## src/rtl/mreq_pkg.sv

```systemverilog
package mreq_pkg;

  typedef enum logic [1:0] {
    CMD_IDLE,
    CMD_ADDR,
    CMD_LEN,
    CMD_OP
  } cmdState_e;

  // strobes from control to datapath
  typedef struct packed {
    logic capAddr;     // latch address from the info bus
    logic capLen;      // latch burst length from the info bus
    logic pushOp;      // latch direction and push the command
    logic startBurst;  // pop the selected head into the active registers
    logic beatDone;    // one beat completed on the memory port
  } strobes_t;

  localparam int RANK_W = 2;

endpackage

```

## src/rtl/mreq_dpath.sv

```systemverilog
module mreq_dpath
  import mreq_pkg::*;
#(
  parameter int NUM_CLIENTS = 3,
  parameter int CID_W       = 2,
  parameter int ROW_W       = 4,
  parameter int BANK_W      = 2,
  parameter int COL_W       = 4,
  parameter int LEN_W       = 2,
  parameter int DATA_W      = 16,
  parameter int SLOTS       = 2,
  parameter int AGE_W       = 2,
  parameter int MAX_BYPASS  = 2
) (
  input  logic                                 clk,
  input  logic                                 rstN,
  input  strobes_t                             strb,
  input  logic [CID_W-1:0]                     cmdClient,
  input  logic [CID_W-1:0]                     selClient,
  input  logic [ROW_W+BANK_W+COL_W-1:0]        infoBus,
  input  logic [DATA_W-1:0]                    wrData,
  input  logic [DATA_W-1:0]                    memRdData,
  output logic [NUM_CLIENTS-1:0]               headValid,
  output logic [NUM_CLIENTS-1:0]               slotFree,
  output logic [NUM_CLIENTS-1:0]               headHit,
  output logic [NUM_CLIENTS-1:0]               headSameDir,
  output logic [NUM_CLIENTS-1:0][AGE_W-1:0]    headAge,
  output logic                                 lastBeat,
  output logic                                 memWrite,
  output logic [ROW_W-1:0]                     memRow,
  output logic [BANK_W-1:0]                    memBank,
  output logic [COL_W-1:0]                     memCol,
  output logic [LEN_W-1:0]                     memBurstLen,
  output logic [DATA_W-1:0]                    memWrData,
  output logic [DATA_W-1:0]                    rdData
);

  localparam int ADDR_W    = ROW_W + BANK_W + COL_W;
  localparam int ENT_W     = ADDR_W + LEN_W + 1;
  localparam int NUM_BANKS = 1 << BANK_W;
  localparam int PTR_W     = (SLOTS > 1) ? $clog2(SLOTS) : 1;
  localparam int CNT_W     = $clog2(SLOTS + 1);

  // command capture
  logic [ADDR_W-1:0] capAddrQ;
  logic [LEN_W-1:0]  capLenQ;
  logic [ENT_W-1:0]  newEntry;

  always_ff @(posedge clk) begin
    if (!rstN) begin
      capAddrQ <= '0;
      capLenQ  <= '0;
    end else begin
      if (strb.capAddr) capAddrQ <= infoBus;
      if (strb.capLen)  capLenQ  <= infoBus[LEN_W-1:0];
    end
  end

  assign newEntry = {capAddrQ, capLenQ, infoBus[0]};

  // open-row tracking
  logic [ROW_W-1:0]     openRow [NUM_BANKS];
  logic [NUM_BANKS-1:0] openValid;
  logic                 lastWr, lastValid;

  logic [ENT_W-1:0] headEnt [NUM_CLIENTS];
  logic [ENT_W-1:0] selEnt;
  logic [ROW_W-1:0] selRow;
  logic [BANK_W-1:0] selBank;

  assign selEnt  = headEnt[selClient];
  assign selRow  = selEnt[ENT_W-1 -: ROW_W];
  assign selBank = selEnt[ENT_W-1-ROW_W -: BANK_W];

  always_ff @(posedge clk) begin
    if (!rstN) begin
      openValid <= '0;
      lastWr    <= 1'b0;
      lastValid <= 1'b0;
    end else if (strb.startBurst) begin
      openValid[selBank] <= 1'b1;
      lastWr             <= selEnt[0];
      lastValid          <= 1'b1;
    end
  end

  always_ff @(posedge clk) begin
    if (strb.startBurst) openRow[selBank] <= selRow;
  end

  // per-client command queues
  for (genvar c = 0; c < NUM_CLIENTS; c++) begin : gClient
    logic [ENT_W-1:0]  slotMem [SLOTS];
    logic [PTR_W-1:0]  rdPtr, wrPtr;
    logic [CNT_W-1:0]  cnt;
    logic [AGE_W-1:0]  age;
    logic              doPush, doPop;
    logic [ROW_W-1:0]  hRow;
    logic [BANK_W-1:0] hBank;

    assign doPush = strb.pushOp && (cmdClient == CID_W'(c));
    assign doPop  = strb.startBurst && (selClient == CID_W'(c));

    always_ff @(posedge clk) begin
      if (doPush) slotMem[wrPtr] <= newEntry;
    end

    always_ff @(posedge clk) begin
      if (!rstN) begin
        rdPtr <= '0;
        wrPtr <= '0;
        cnt   <= '0;
        age   <= '0;
      end else begin
        if (doPush) wrPtr <= (wrPtr == PTR_W'(SLOTS - 1)) ? '0 : wrPtr + 1'b1;
        if (doPop)  rdPtr <= (rdPtr == PTR_W'(SLOTS - 1)) ? '0 : rdPtr + 1'b1;
        if (doPush && !doPop)      cnt <= cnt + 1'b1;
        else if (doPop && !doPush) cnt <= cnt - 1'b1;
        // pass-over counting on the waiting head
        if (doPop)
          age <= '0;
        else if (strb.startBurst && (cnt != '0) && (age != AGE_W'(MAX_BYPASS)))
          age <= age + 1'b1;
      end
    end

    assign headEnt[c]     = slotMem[rdPtr];
    assign headValid[c]   = (cnt != '0);
    assign slotFree[c]    = (cnt < CNT_W'(SLOTS));
    assign headAge[c]     = age;
    assign hRow           = headEnt[c][ENT_W-1 -: ROW_W];
    assign hBank          = headEnt[c][ENT_W-1-ROW_W -: BANK_W];
    assign headHit[c]     = openValid[hBank] && (openRow[hBank] == hRow);
    assign headSameDir[c] = lastValid && (headEnt[c][0] == lastWr);

    // a push never lands on a full queue
    assert_no_overflow_R2: assert property (@(posedge clk) disable iff (!rstN)
      doPush |-> (cnt < CNT_W'(SLOTS)) || doPop);
  end

  // active burst registers
  logic [ADDR_W-1:0] actAddr;
  logic [LEN_W-1:0]  actLen;
  logic              actWr;
  logic [LEN_W-1:0]  beatCnt;

  always_ff @(posedge clk) begin
    if (!rstN) begin
      actAddr <= '0;
      actLen  <= '0;
      actWr   <= 1'b0;
      beatCnt <= '0;
    end else if (strb.startBurst) begin
      actAddr <= selEnt[ENT_W-1 -: ADDR_W];
      actLen  <= selEnt[LEN_W:1];
      actWr   <= selEnt[0];
      beatCnt <= '0;
    end else if (strb.beatDone && !lastBeat) begin
      beatCnt <= beatCnt + 1'b1;
    end
  end

  assign lastBeat    = (beatCnt == actLen);
  assign memWrite    = actWr;
  assign memRow      = actAddr[ADDR_W-1 -: ROW_W];
  assign memBank     = actAddr[COL_W +: BANK_W];
  assign memCol      = actAddr[COL_W-1:0];
  assign memBurstLen = actLen;
  assign memWrData   = wrData;
  assign rdData      = memRdData;

endmodule

```

## src/rtl/mreq_ctrl.sv

```systemverilog
module mreq_ctrl
  import mreq_pkg::*;
#(
  parameter int NUM_CLIENTS = 3,
  parameter int CID_W       = 2,
  parameter int AGE_W       = 2,
  parameter int MAX_BYPASS  = 2
) (
  input  logic                              clk,
  input  logic                              rstN,
  input  logic [NUM_CLIENTS-1:0]            req,
  input  logic [NUM_CLIENTS-1:0]            headValid,
  input  logic [NUM_CLIENTS-1:0]            slotFree,
  input  logic [NUM_CLIENTS-1:0]            headHit,
  input  logic [NUM_CLIENTS-1:0]            headSameDir,
  input  logic [NUM_CLIENTS-1:0][AGE_W-1:0] headAge,
  input  logic                              lastBeat,
  input  logic                              memBeatReady,
  output strobes_t                          strb,
  output logic [CID_W-1:0]                  cmdClient,
  output logic [CID_W-1:0]                  selClient,
  output logic [NUM_CLIENTS-1:0]            grantCmd,
  output logic [NUM_CLIENTS-1:0]            grantData,
  output logic                              memActive,
  output logic                              memStart
);

  localparam int SCORE_W = RANK_W + AGE_W;

  // ---------------- command phase ----------------
  cmdState_e         cmdState;
  logic [CID_W-1:0]  cmdClientQ, cmdRr, cmdPick;
  logic              cmdFound;

  always_comb begin
    cmdFound = 1'b0;
    cmdPick  = '0;
    for (int i = 0; i < NUM_CLIENTS; i++) begin
      if (!cmdFound && req[(int'(cmdRr) + i) % NUM_CLIENTS]
          && slotFree[(int'(cmdRr) + i) % NUM_CLIENTS]) begin
        cmdFound = 1'b1;
        cmdPick  = CID_W'((int'(cmdRr) + i) % NUM_CLIENTS);
      end
    end
  end

  always_ff @(posedge clk) begin
    if (!rstN) begin
      cmdState   <= CMD_IDLE;
      cmdClientQ <= '0;
      cmdRr      <= '0;
    end else begin
      case (cmdState)
        CMD_IDLE: if (cmdFound) begin
          cmdState   <= CMD_ADDR;
          cmdClientQ <= cmdPick;
          cmdRr      <= (cmdPick == CID_W'(NUM_CLIENTS - 1)) ? '0 : cmdPick + 1'b1;
        end
        CMD_ADDR: cmdState <= CMD_LEN;
        CMD_LEN:  cmdState <= CMD_OP;
        default:  cmdState <= CMD_IDLE;
      endcase
    end
  end

  assign cmdClient = cmdClientQ;

  always_comb begin
    grantCmd = '0;
    if (cmdState != CMD_IDLE) grantCmd[cmdClientQ] = 1'b1;
  end

  // ---------------- data phase selection ----------------
  logic                      busyQ, firstQ;
  logic [CID_W-1:0]          curClientQ, dataRr, winner;
  logic                      anyHead;
  logic [NUM_CLIENTS-1:0]    forced;
  logic [NUM_CLIENTS-1:0][SCORE_W-1:0] score;
  logic [SCORE_W-1:0]        bestScore;

  always_comb begin
    for (int c = 0; c < NUM_CLIENTS; c++) begin
      forced[c] = (headAge[c] >= AGE_W'(MAX_BYPASS));
      if (forced[c])                         score[c] = {2'd3, headAge[c]};
      else if (headHit[c] && headSameDir[c]) score[c] = {2'd2, headAge[c]};
      else if (headHit[c])                   score[c] = {2'd1, headAge[c]};
      else                                   score[c] = {2'd0, headAge[c]};
    end
  end

  always_comb begin
    anyHead   = 1'b0;
    winner    = '0;
    bestScore = '0;
    for (int i = 0; i < NUM_CLIENTS; i++) begin
      if (headValid[(int'(dataRr) + i) % NUM_CLIENTS] &&
          (!anyHead || score[(int'(dataRr) + i) % NUM_CLIENTS] > bestScore)) begin
        anyHead   = 1'b1;
        winner    = CID_W'((int'(dataRr) + i) % NUM_CLIENTS);
        bestScore = score[(int'(dataRr) + i) % NUM_CLIENTS];
      end
    end
  end

  assign selClient = winner;

  always_ff @(posedge clk) begin
    if (!rstN) begin
      busyQ      <= 1'b0;
      firstQ     <= 1'b0;
      curClientQ <= '0;
      dataRr     <= '0;
    end else if (!busyQ) begin
      if (anyHead) begin
        busyQ      <= 1'b1;
        firstQ     <= 1'b1;
        curClientQ <= winner;
        dataRr     <= (winner == CID_W'(NUM_CLIENTS - 1)) ? '0 : winner + 1'b1;
      end
    end else begin
      firstQ <= 1'b0;
      if (memBeatReady && lastBeat) busyQ <= 1'b0;
    end
  end

  always_comb begin
    grantData = '0;
    if (busyQ) grantData[curClientQ] = 1'b1;
  end

  assign memActive = busyQ;
  assign memStart  = busyQ && firstQ;

  always_comb begin
    strb            = '0;
    strb.capAddr    = (cmdState == CMD_ADDR);
    strb.capLen     = (cmdState == CMD_LEN);
    strb.pushOp     = (cmdState == CMD_OP);
    strb.startBurst = !busyQ && anyHead;
    strb.beatDone   = busyQ && memBeatReady;
  end

  // a command grant never hops to another client without a gap
  assert_cmd_grant_R1: assert property (@(posedge clk) disable iff (!rstN)
    (grantCmd != '0) |=> (grantCmd == '0) || (grantCmd == $past(grantCmd)));

  // the data grant holds on one client until the last beat completes
  assert_data_hold_R5: assert property (@(posedge clk) disable iff (!rstN)
    (memActive && !(memBeatReady && lastBeat)) |=> (grantData == $past(grantData)));

  // when any head is forced, the started burst belongs to a forced head
  assert_forced_first_R8: assert property (@(posedge clk) disable iff (!rstN)
    (strb.startBurst && (forced & headValid) != '0) |-> forced[selClient]);

  // the start marker lasts a single cycle
  assert_start_pulse_R9: assert property (@(posedge clk) disable iff (!rstN)
    memStart |=> !memStart);

endmodule

```

## src/rtl/mreq_arbiter.sv

```systemverilog
module mreq_arbiter
  import mreq_pkg::*;
#(
  parameter int NUM_CLIENTS = 3,
  parameter int ROW_W       = 4,
  parameter int BANK_W      = 2,
  parameter int COL_W       = 4,
  parameter int LEN_W       = 2,
  parameter int DATA_W      = 16,
  parameter int SLOTS       = 2,
  parameter int MAX_BYPASS  = 2
) (
  input  logic                            clk,
  input  logic                            rstN,
  input  logic [NUM_CLIENTS-1:0]          req,
  output logic [NUM_CLIENTS-1:0]          grantCmd,
  output logic [NUM_CLIENTS-1:0]          grantData,
  input  logic [ROW_W+BANK_W+COL_W-1:0]   infoBus,
  input  logic [DATA_W-1:0]               wrData,
  output logic [DATA_W-1:0]               rdData,
  output logic                            rdValid,
  output logic                            memActive,
  output logic                            memStart,
  output logic                            memWrite,
  output logic [ROW_W-1:0]                memRow,
  output logic [BANK_W-1:0]               memBank,
  output logic [COL_W-1:0]                memCol,
  output logic [LEN_W-1:0]                memBurstLen,
  output logic [DATA_W-1:0]               memWrData,
  input  logic [DATA_W-1:0]               memRdData,
  input  logic                            memBeatReady
);

  localparam int CID_W = (NUM_CLIENTS > 1) ? $clog2(NUM_CLIENTS) : 1;
  localparam int AGE_W = $clog2(MAX_BYPASS + 1);

  strobes_t                          strb;
  logic [CID_W-1:0]                  cmdClient, selClient;
  logic [NUM_CLIENTS-1:0]            headValid, slotFree, headHit, headSameDir;
  logic [NUM_CLIENTS-1:0][AGE_W-1:0] headAge;
  logic                              lastBeat;

  mreq_ctrl #(
    .NUM_CLIENTS(NUM_CLIENTS), .CID_W(CID_W), .AGE_W(AGE_W), .MAX_BYPASS(MAX_BYPASS)
  ) u_ctrl (
    .clk(clk), .rstN(rstN), .req(req),
    .headValid(headValid), .slotFree(slotFree), .headHit(headHit),
    .headSameDir(headSameDir), .headAge(headAge), .lastBeat(lastBeat),
    .memBeatReady(memBeatReady), .strb(strb), .cmdClient(cmdClient),
    .selClient(selClient), .grantCmd(grantCmd), .grantData(grantData),
    .memActive(memActive), .memStart(memStart)
  );

  mreq_dpath #(
    .NUM_CLIENTS(NUM_CLIENTS), .CID_W(CID_W), .ROW_W(ROW_W), .BANK_W(BANK_W),
    .COL_W(COL_W), .LEN_W(LEN_W), .DATA_W(DATA_W), .SLOTS(SLOTS),
    .AGE_W(AGE_W), .MAX_BYPASS(MAX_BYPASS)
  ) u_dpath (
    .clk(clk), .rstN(rstN), .strb(strb), .cmdClient(cmdClient),
    .selClient(selClient), .infoBus(infoBus), .wrData(wrData),
    .memRdData(memRdData), .headValid(headValid), .slotFree(slotFree),
    .headHit(headHit), .headSameDir(headSameDir), .headAge(headAge),
    .lastBeat(lastBeat), .memWrite(memWrite), .memRow(memRow),
    .memBank(memBank), .memCol(memCol), .memBurstLen(memBurstLen),
    .memWrData(memWrData), .rdData(rdData)
  );

  assign rdValid = memActive && !memWrite && memBeatReady;

endmodule

```

## config.mk

```make
export PLATFORM = sky130hd
export DESIGN_NAME = mreq_arbiter
export DESIGN_NICKNAME = d
export VERILOG_FILES = /design/src/rtl/mreq_pkg.sv /design/src/rtl/mreq_dpath.sv /design/src/rtl/mreq_ctrl.sv /design/src/rtl/mreq_arbiter.sv
export SDC_FILE = /design/constraint.sdc
export NUM_CORES = 1
export LEC_CHECK = 0
export BUFFER_PORTS_ARGS = -buffer_cell sky130_fd_sc_hd__buf_4
export CORE_ASPECT_RATIO = 2
export CORE_MARGIN = 1
export CORE_UTILIZATION = 33
export DETAILED_ROUTE_END_ITERATION = 7
export GPL_ROUTABILITY_DRIVEN = 0
export GPL_TIMING_DRIVEN = 1
export MAX_ROUTING_LAYER = met4
export PLACE_DENSITY = 0.49
export SYNTH_ARGS = -nofsm -noshare
export SYNTH_HDL_FRONTEND = slang
export SYNTH_HIERARCHICAL = 1
export SYNTH_SLANG_ARGS = --single-unit
```

## constraint.sdc

```tcl
create_clock -name clk -period 10.6 [get_ports clk]
set_input_delay 0 -clock clk [delete_from_list [all_inputs] [get_ports clk]]
set_output_delay 0 -clock clk [all_outputs]
set_load 0.1 [all_outputs]
```

======== Word-level counts from Yosys, hierarchy flattened ========
Memories as Yosys holds them, arrays and structs flattened. A register that Yosys moved wholly into a read port is not among the register bits.
Cells that the tools add are included.
operators by class
  add/sub/neg operators ................... 22
  div/mod/pow operators ................... 6
  order comparisons ....................... 24
  eq/ne operators ......................... 19
  multiplexer cells ....................... 109
  bitwise logic cells ..................... 4
  reduce and logical (&&, ||, !) cells .... 76
operators by type and width
  cell                                                     count
  < comparator 32 x 4 -> 1 bit (second input constant)     6
  remainder unit 32 x 3 -> 32 bit (second input constant)  4
  remainder unit 3 x 3 -> 32 bit (second input constant)   2
  2-to-1 mux 4 bit                                         14
  2-to-1 mux 1 bit                                         53
  logical AND 1 bit                                        44
  2-to-1 mux 2 bit                                         15
  binary-select mux 13 bit (select 2 bit)                  1
  2-to-1 mux 13 bit                                        2
  binary-select mux 1 bit (select 2 bit)                   12
  binary-select mux 4 bit (select 2 bit)                   3
  adder 2 x 1 -> 2 bit (second input constant)             9
  < comparator 2 x 3 -> 1 bit (second input constant)      6
  2-to-1 mux 3 bit                                         5
  nonzero test 2 bit                                       7
  zero test 1 bit                                          13
  == test 4 bit                                            3
  == test 2 bit (second input constant)                    5
  OR reduction 2 bit                                       5
  greater-than comparator 4 bit                            2
  adder 1 bit (second input constant)                      6
  adder 2 x 1 -> 3 bit (second input constant)             2
  adder 2 x 2 -> 3 bit (second input constant)             2
  demux 1 bit (select 2 bit)                               3
  other kinds (17)                                         36
storage, ports and cells
  flip-flop bits (word level) ............. 62
  RAM bits ................................ 94
  bits of input ports ..................... 48
  output and inout bits ................... 54
  logic and storage cells ................. 291
  memories ................................ 4
memories
  name                        words  bits a word  read ports  clocked after Yosys merged registers in  write ports  line              RTL
  u_dpath.gClient[0].slotMem  2      13           1           1                                        1            mreq_dpath.sv:93  logic [ENT_W-1:0] slotMem [SLOTS];
  u_dpath.gClient[1].slotMem  2      13           1           1                                        1            mreq_dpath.sv:93
  u_dpath.gClient[2].slotMem  2      13           1           1                                        1            mreq_dpath.sv:93
  u_dpath.openRow             4      4            3           0                                        1            mreq_dpath.sv:62  logic [ROW_W-1:0] openRow [NUM_BANKS];

======== Logic depth before layout (Yosys ltp) ========
Gate-level depths: netlist of the first run.
  depth after elaboration ................. 27
  gate-level depth with buffers ........... 32
  mapped depth without buffers ............ 28

======== Hierarchy ========
The synthesis of the first run kept the hierarchy.
by module, submodules not included
  module        times used  cells each  area each (um^2)  seq. area each (um^2)
  mreq_dpath    1           489         6,600.1           3,883.7
  mreq_ctrl     1           215         1,604.0           240.2
  mreq_arbiter  1           1           8.8               0.0

======== Least setup slack after synthesis of the first run ========
No wires, ideal clock.
  path kind ............................... reg2reg
  start point ............................. register (tool-made name)
  end point ............................... register u_dpath.gClient[1].cnt[1]
  setup time .............................. 0.076 ns
  arrival ................................. 6.367 ns
  required time ........................... 10.524 ns
  path slack .............................. 4.157 ns
  stages on the path, launching flop included .. 30
  buffers on the path ..................... 4
  clock period less this slack ............ 6.443 ns
  path through ............................ dfxtp_1 > buf_6 > mux2i_2 > buf_6 > mux4_2 > xnor2_1 > a2111oi_2 > a21oi_1 > mux2_2 > o22ai_1 > and2_1 > inv_1 > ha_1 > and4_1 > a21oi_1 > o21ai_1 > nor2_1 > a21o_1 > ha_1 > a21oi_1 > nand3_1 > o2bb2ai_1 > a222oi_1 > or2_2 > clkbuf_1 > clkbuf_1 > nand3b_1 > ha_1 > or3_1 > a21boi_0
RTL lines
  what                  line               RTL
  end signal, assigned  mreq_dpath.sv:117  if (doPush && !doPop) cnt <= cnt + 1'b1;
  end signal, assigned  mreq_dpath.sv:118  else if (doPop && !doPush) cnt <= cnt - 1'b1;
  end, declared         mreq_dpath.sv:95   logic [CNT_W-1:0] cnt;

==> flow_summary.yaml, run 1 <==
min_path:
  hold_depth: 0
  whs_endpoint: "rdData[2]"
  hp-class: "in -> out"
  hold_start: "memRdData[2]"
yosys:
  synth_cell_types: 78
  yosys_warnings: 6
  synth_top_area_frac: 0.344
  async_flop_share: 0
  syn_nets: 776
  ys_seq_area_frac: 0.502
  synthTopCellsByArea: "edfxtp_1, dfxtp_1, mux2i_1"
  synth-edff-count: 94
  syn_area_per_cell_um2: 11.6
  synth_area_um2: 8210
  synth_seq_cells: 159
  syn_inst: 705
  yosysTopAreaCell: "edfxtp_1"
  ys.flop_type: "edfxtp_1"
timing:
  fmax_ghz: 0.118
  fin_ws_ns: 2.11
  worst_pin_slew_ns: 0.905
  slew_viol_final: 0
  relSlewSlack: 0.395
  fin_tns_setup_ns: 0
  fin_crit_ns: 8.49
  period_share: 0.801
  final_hold_viol_count: 0
  setup_viol: 0
  rsz0062_at_grt: "no"
  finalClockSkew_ns: 0.00923
run:
  maxCapViolCount: 0
layout:
  multiInputGateArea_um2: 3530
  finalNonFillerCells: 1057
  num-nets-final: 783
  final-seq-area_um2: 4120
  fin_util: 0.377
  diodes: 0
  layout-drive-gt1-share: 0.157
  area_growth_pct: 12.0
  fill_cells: 2395
die:
  die_area_um2: 25600
  initial_core_util: 0.336
  core_area_um2: 24400
  num_io_pins: 102
  die_x_um: 114
  die_h_um: 225
  rows: 81
critical_path:
  cp_top_family: "simple AND/OR/NAND/NOR gates"
  reg2reg_to: "u_dpath/openRow[0][1]"
  crit_path_top_delay_cell: "dfxtp_1"
  rr_worst_depth: 26
  cp_data_required_time_ns: 10.68
  cp-start-kind: "flop"
  arrival_ns: 8.57
  cp_num_buf_inv: 2
  r2r_slack_ns: 2.11
  endpoint_kind: "flop"
  criticalPathCategory: "reg -> reg"
  max_stage_delay_ns: 0.83
  crit_fanout: 25
  cpMostUsedCell: "a21oi_1"
power:
  clkPwrFrac: 0.206
  p_leak_nw: 3.30
  p_per_area_nw_per_um2: 317
  p_int_w: 0.00169
  p_switching_w: 0.00123
  comb_power_share: 0.475
  seqPwrFrac: 0.319
  ir_drop_v: 0.000146
  switching_share: 0.422
clocking:
  clkSinkCount: 159
  cts-htree-levels: 4
  clockRootBuffer: "clkbuf_16"
  clk_pin_slew_ns: 0.06
  cts_buffer_depth: 2
  cts_tree: "yes"
  cts_buffers: 17
  clk_latency_ns: 0.43
  post_cts_buffers: 0
detailed_routing:
  vias: 5368
  drc: 0
  detail_route.vias_per_cell: 5.08
  wl_um: 20100
  routedWlPerCell_um: 19.0
  drt_iter0_markers: 397
  drtAntennaViolNets: 0
  first_pass_iters: 7
global_route:
  grt_first_pass_wirelength_um: 31100
  grt_overflow: 0
  grt_max_degree: 57
  grt_pass1_vias: 5647
  grt.total_usage: 0.172
  grt_antenna_before_repair: 0
placement:
  place_ws_ns: 2.21
  placedCellCount: 1014
  io_buffers: 37
  hpwlAfterDp_um: 15000
run_status:
  status: "finished, final reports clean"
power by group through the flow:
stage / logic [W] / registers (W) / clock network (W)
3_5_place_dp: 0.00139 / 0.000945 / 0
4_1_cts: 0.00140 / 0.000932 / 0.000616
6_report: 0.00138 / 0.000931 / 0.000600
2_1_floorplan: 0.00105 / 0.000998 / 0
3_3_place_gp: 0.00135 / 0.000940 / 0
5_1_grt: 0.00150 / 0.000947 / 0.000641
synthesized netlist by cell type (6+ instances only):
cell and instances:
nor3_1 10, mux4_2 8, mux2_2 12, edfxtp_1 94, nor2_1 39, buf_6 6
o22ai_1 12, o21ai_0 14, o211a_1 8, clkbuf_1 17, nand2b_1 7, nand3b_1 8
mux2i_1 50, and2_1 24, buf_4 37, o21a_1 12, o221ai_1 6, inv_1 35
ha_1 23, dfxtp_1 65, a21oi_1 31, xnor2_1 23, nand3_1 7, and3b_1 7
nand2_1 25, nor2b_1 23
stage by stage:
| stage | cell area, µm² | hold slack [ns] | total power, W |
|---|---|---|---|
| final | 9200 | 0.0000330 | 0.00292 |
| after CTS | 9200 | 0.000681 | 0.00294 |
| after floorplan | 8210 | 0.0989 | 0.00205 |
| after detailed placement | 8510 | 0.000681 | 0.00233 |
| after global routing | 9200 | 0.000195 | 0.00309 |
| after global placement | 8510 | 0.000681 | 0.00229 |
placed cells by master, fill, tap and decap left out, types with 24 or more instances in the layout:
master and n:
edfxtp_1 94, nor2_1 38, a21oi_1 31, dfxtp_1 65
inv_1 35, and2_1 24, nand2_1 25, buf_4 42
mux2i_1 50
cell type report:
cell class / count / share of cell area
well taps: 332 / 0.0451
inverters: 35 / 0.0143
clock inverters: 13 / 0.0158
repair buffers: 53 / 0.0462
clock buffers: 19 / 0.0470
multi-input cells: 446 / 0.383
flip-flops and latches: 159 / 0.448
sequential cells by signal (all words and copies together) (netlist names), 3 cells and up, named ones only:
signal	cells
u_dpath/capAddrQ	10
u_dpath/openRow	16
u_dpath/gClient.wrPtr	3
u_dpath/gClient.slotMem	78
u_dpath/openValid	4
u_dpath/actAddr	10
u_dpath/gClient.cnt	6
u_dpath/gClient.rdPtr	3
u_dpath/gClient.age	6
how the worst max path moves through the flow:
stage,from,depth (start not counted),end
2_1_floorplan,flop,29,u_dpath/gClient[1].cnt[1]
3_3_place_gp,flop,26,u_dpath/openRow[0][2]
3_5_place_dp,flop,26,u_dpath/openRow[0][2]
4_1_cts,flop,26,u_dpath/openRow[0][2]
5_1_grt,flop,26,u_dpath/openRow[0][1]
6_report,flop,26,u_dpath/openRow[0][1]
what timing repair did:
action	4_1_cts	5_1_grt
gates resized for setup	0	0
endpoints found under the hold margin	19	0
hold buffers	11	0
logic make-up after synthesis:
kind of cell	after synthesis	synth area share
AOI/OAI and AO/OA	139	0.127
xor gates and xnor gates	28	0.0299
adders and majority gates	25	0.0376
buffers and inverters	100	0.0687
DFF	159	0.502
muxes	77	0.116
and+or+nand+nor	177	0.119
layer usage:
metal | wire [µm] | global-route usage | vias to the layer above
li1 | - | - | 2556
met3 | 692 | 0.0269 | 68
met2 | 11200 | 0.316 | 158
met1 | 6930 | 0.155 | 2586
met4 | 1230 | 0.128 | 0
met5 | 0 | - | -
Power figures use the tool's default switching activity.
==> run 2, diff against run 1 <==
--- a/config.mk
+++ b/config.mk
@@ -5,6 +5,7 @@
 export SDC_FILE = /design/constraint.sdc
 export NUM_CORES = 1
 export LEC_CHECK = 0
+export ABC_AREA = 1
 export BUFFER_PORTS_ARGS = -buffer_cell sky130_fd_sc_hd__buf_4
 export CORE_ASPECT_RATIO = 2
 export CORE_MARGIN = 1
==> constraint.sdc (replaced) <==
create_clock -name clk -period 8.81 [get_ports clk]
set_input_delay 0 -clock clk [delete_from_list [all_inputs] [get_ports clk]]
set_output_delay 0 -clock clk [all_outputs]
set_load 0.1 [all_outputs]
==> flow_summary.yaml, run 2 <==
yosys:
  synth_top_area_frac: 0.333
  synthTopCellsByArea: "edfxtp_1, dfxtp_1, nand2_1"
  synth_seq_cells: 159
  async_flop_share: 0
  synthSimpleGateAreaFrac: 0.240
  synth-compound-area-share: 0.120
  synthMuxAreaShare: 0.00472
  syn_area_per_cell_um2: 8.36
  syn_inst: 1014
  synth-xor-area-share: 0.00310
  ys.flop_type: "edfxtp_1"
  yosys.cell_count.top_type: "nand2_1"
  yosys_warnings: 6
  syn_nets: 1085
  synth_area_um2: 8470
  synth_common_cells: "nand2_1, inv_1, nor2_1, edfxtp_1, nand3_1"
  ys_seq_area_frac: 0.487
  synth_cell_types: 52
  synthAdderAreaFrac: 0.0340
  synth-edff-count: 94
  synth_top_family_by_area: "simple AND/OR/NAND/NOR gates"
  yosysTopAreaCell: "edfxtp_1"
run:
  maxCapViolCount: 0
clocking:
  clk_pin_slew_ns: 0.06
  clkSinkCount: 159
  cts_buffers: 17
  cts_resized: 0
  clockRootBuffer: "clkbuf_16"
  cts_tree: "yes"
  clk_latency_ns: 0.43
  post_cts_buffers: 0
  cts_buffer_depth: 2
  cts-htree-levels: 4
layout:
  layout-drive-gt1-share: 0.134
  reg_top3: "u_dpath/gClient.slotMem x78, u_dpath/openRow x16"
  final_common_cell: "nand2_1"
  diodes: 0
  layout_common_cells: "nand2_1, inv_1, nor2_1"
  largest_reg_flops: 78
  num-nets-final: 1100
  top_register: "u_dpath/gClient.slotMem"
  area_growth_pct: 11.6
detailed_routing:
  vias: 6694
  routedWlPerCell_um: 17.4
  wl_um: 24000
  first_pass_iters: 5
  detail_route.vias_per_cell: 4.86
  drtAntennaViolNets: 0
  drc: 0
  drt_iter0_markers: 378
critical_path:
  cpMostUsedCell: "nand2_1"
  cp-start-kind: "flop"
  criticalPathCategory: "reg -> reg"
  cp_num_buf_inv: 7
  crit_path_top_delay_cell: "dfxtp_1"
  arrival_ns: 6.74
  cp_data_required_time_ns: 9.13
  endpoint_kind: "flop"
  crit_fanout: 18
  max_stage_delay_ns: 0.98
  cp_top_family: "simple AND/OR/NAND/NOR gates"
die:
  die_area_um2: 26400
  core_area_um2: 25100
  die_h_um: 229
  rows: 82
  num_io_pins: 102
  die_x_um: 115
  initial_core_util: 0.337
global_route:
  grt_max_degree: 45
  grt_overflow: 0
  grt_antenna_before_repair: 0
  grt.total_usage: 0.200
  grt_pass1_vias: 6708
  grt_first_pass_wirelength_um: 37200
power:
  ir_drop_v: 0.000220
  p_leak_nw: 3.98
  p_per_area_nw_per_um2: 424
placement:
  hpwlAfterDp_um: 18200
  io_buffers: 37
timing:
  slew_viol_final: 0
  setup_viol: 0
  fmax_ghz: 0.156
  whs_ns: 0.0000279
  rsz0062_at_grt: "no"
  final_hold_viol_count: 0
  worst_pin_slew_ns: 1.01
  finalClockSkew_ns: 0.0100
  relSlewSlack: 0.326
  period_share: 0.729
  fin_tns_setup_ns: 0
  fin_crit_ns: 6.42
min_path:
  hp-class: "in -> out"
run_status:
  status: "finished, final reports clean"
[run 2: metrics by stage]
step	worst slack (ns)	instances	total power [W]	util	area [µm²]
after global placement	2.61	1335	0.00331	0.350	8790
after floorplan	3.80	1014	0.00279	-	8470
final	2.39	1378	0.00401	0.376	9460
after global routing	1.56	1378	0.00430	0.376	9460
after CTS	2.46	1378	0.00404	0.376	9460
after detailed placement	2.46	1335	0.00333	0.350	8790
[run 2: cell families after synthesis]
family          after synthesis
simple gates                458
buf+inv                     194
compound gates              173
flops                       159
fa+ha+maj                    23
mux                           4
xor+xnor                      3
[run 2: metal layers]
layer / part of all wire / global-route usage
met2: 0.57 / 0.374
met1: 0.34 / 0.181
met5: 0 / -
met3: 0.027 / 0.0302
met4: 0.060 / 0.126
[run 2: path summary, 6_finish.rpt]
| kind | startpoint | end | slack (ns) | cells past startpoint |
|---|---|---|---|---|
| max | flop | u_dpath/gClient[2].cnt[1] | 2.39 | 40 |
| min | memRdData[1] | rdData[1] | 0.00003 | 0 |
| max reg2reg | flop | u_dpath/gClient[2].cnt[1] | 2.39 | 40 |
| min reg2reg | u_dpath/gClient[2].rdPtr | flop | 0.47 | 2 |
[run 2: what timing repair did]
item	CTS	global route
endpoints found under the setup margin	0	0
hold endpoints to repair	19	0
hold buffers	11	0
[run 2: area by class of cell]
type | instances | area (µm²)
Inverter | 137 | 524
Multi-Input combinational cell | 661 | 3410
Timing Repair Buffer | 53 | 425
Tap cell | 336 | 420
Sequential cell | 159 | 4120
Clock buffer | 17 | 425
Clock inverter | 15 | 134
Fill cell | 2615 | 15700
[run 2: power by group]
part           switching (W)  internal [W]
Clock               0.000314      0.000392
Sequential          0.000224       0.00104
Combinational        0.00146      0.000579
Total                0.00200       0.00201
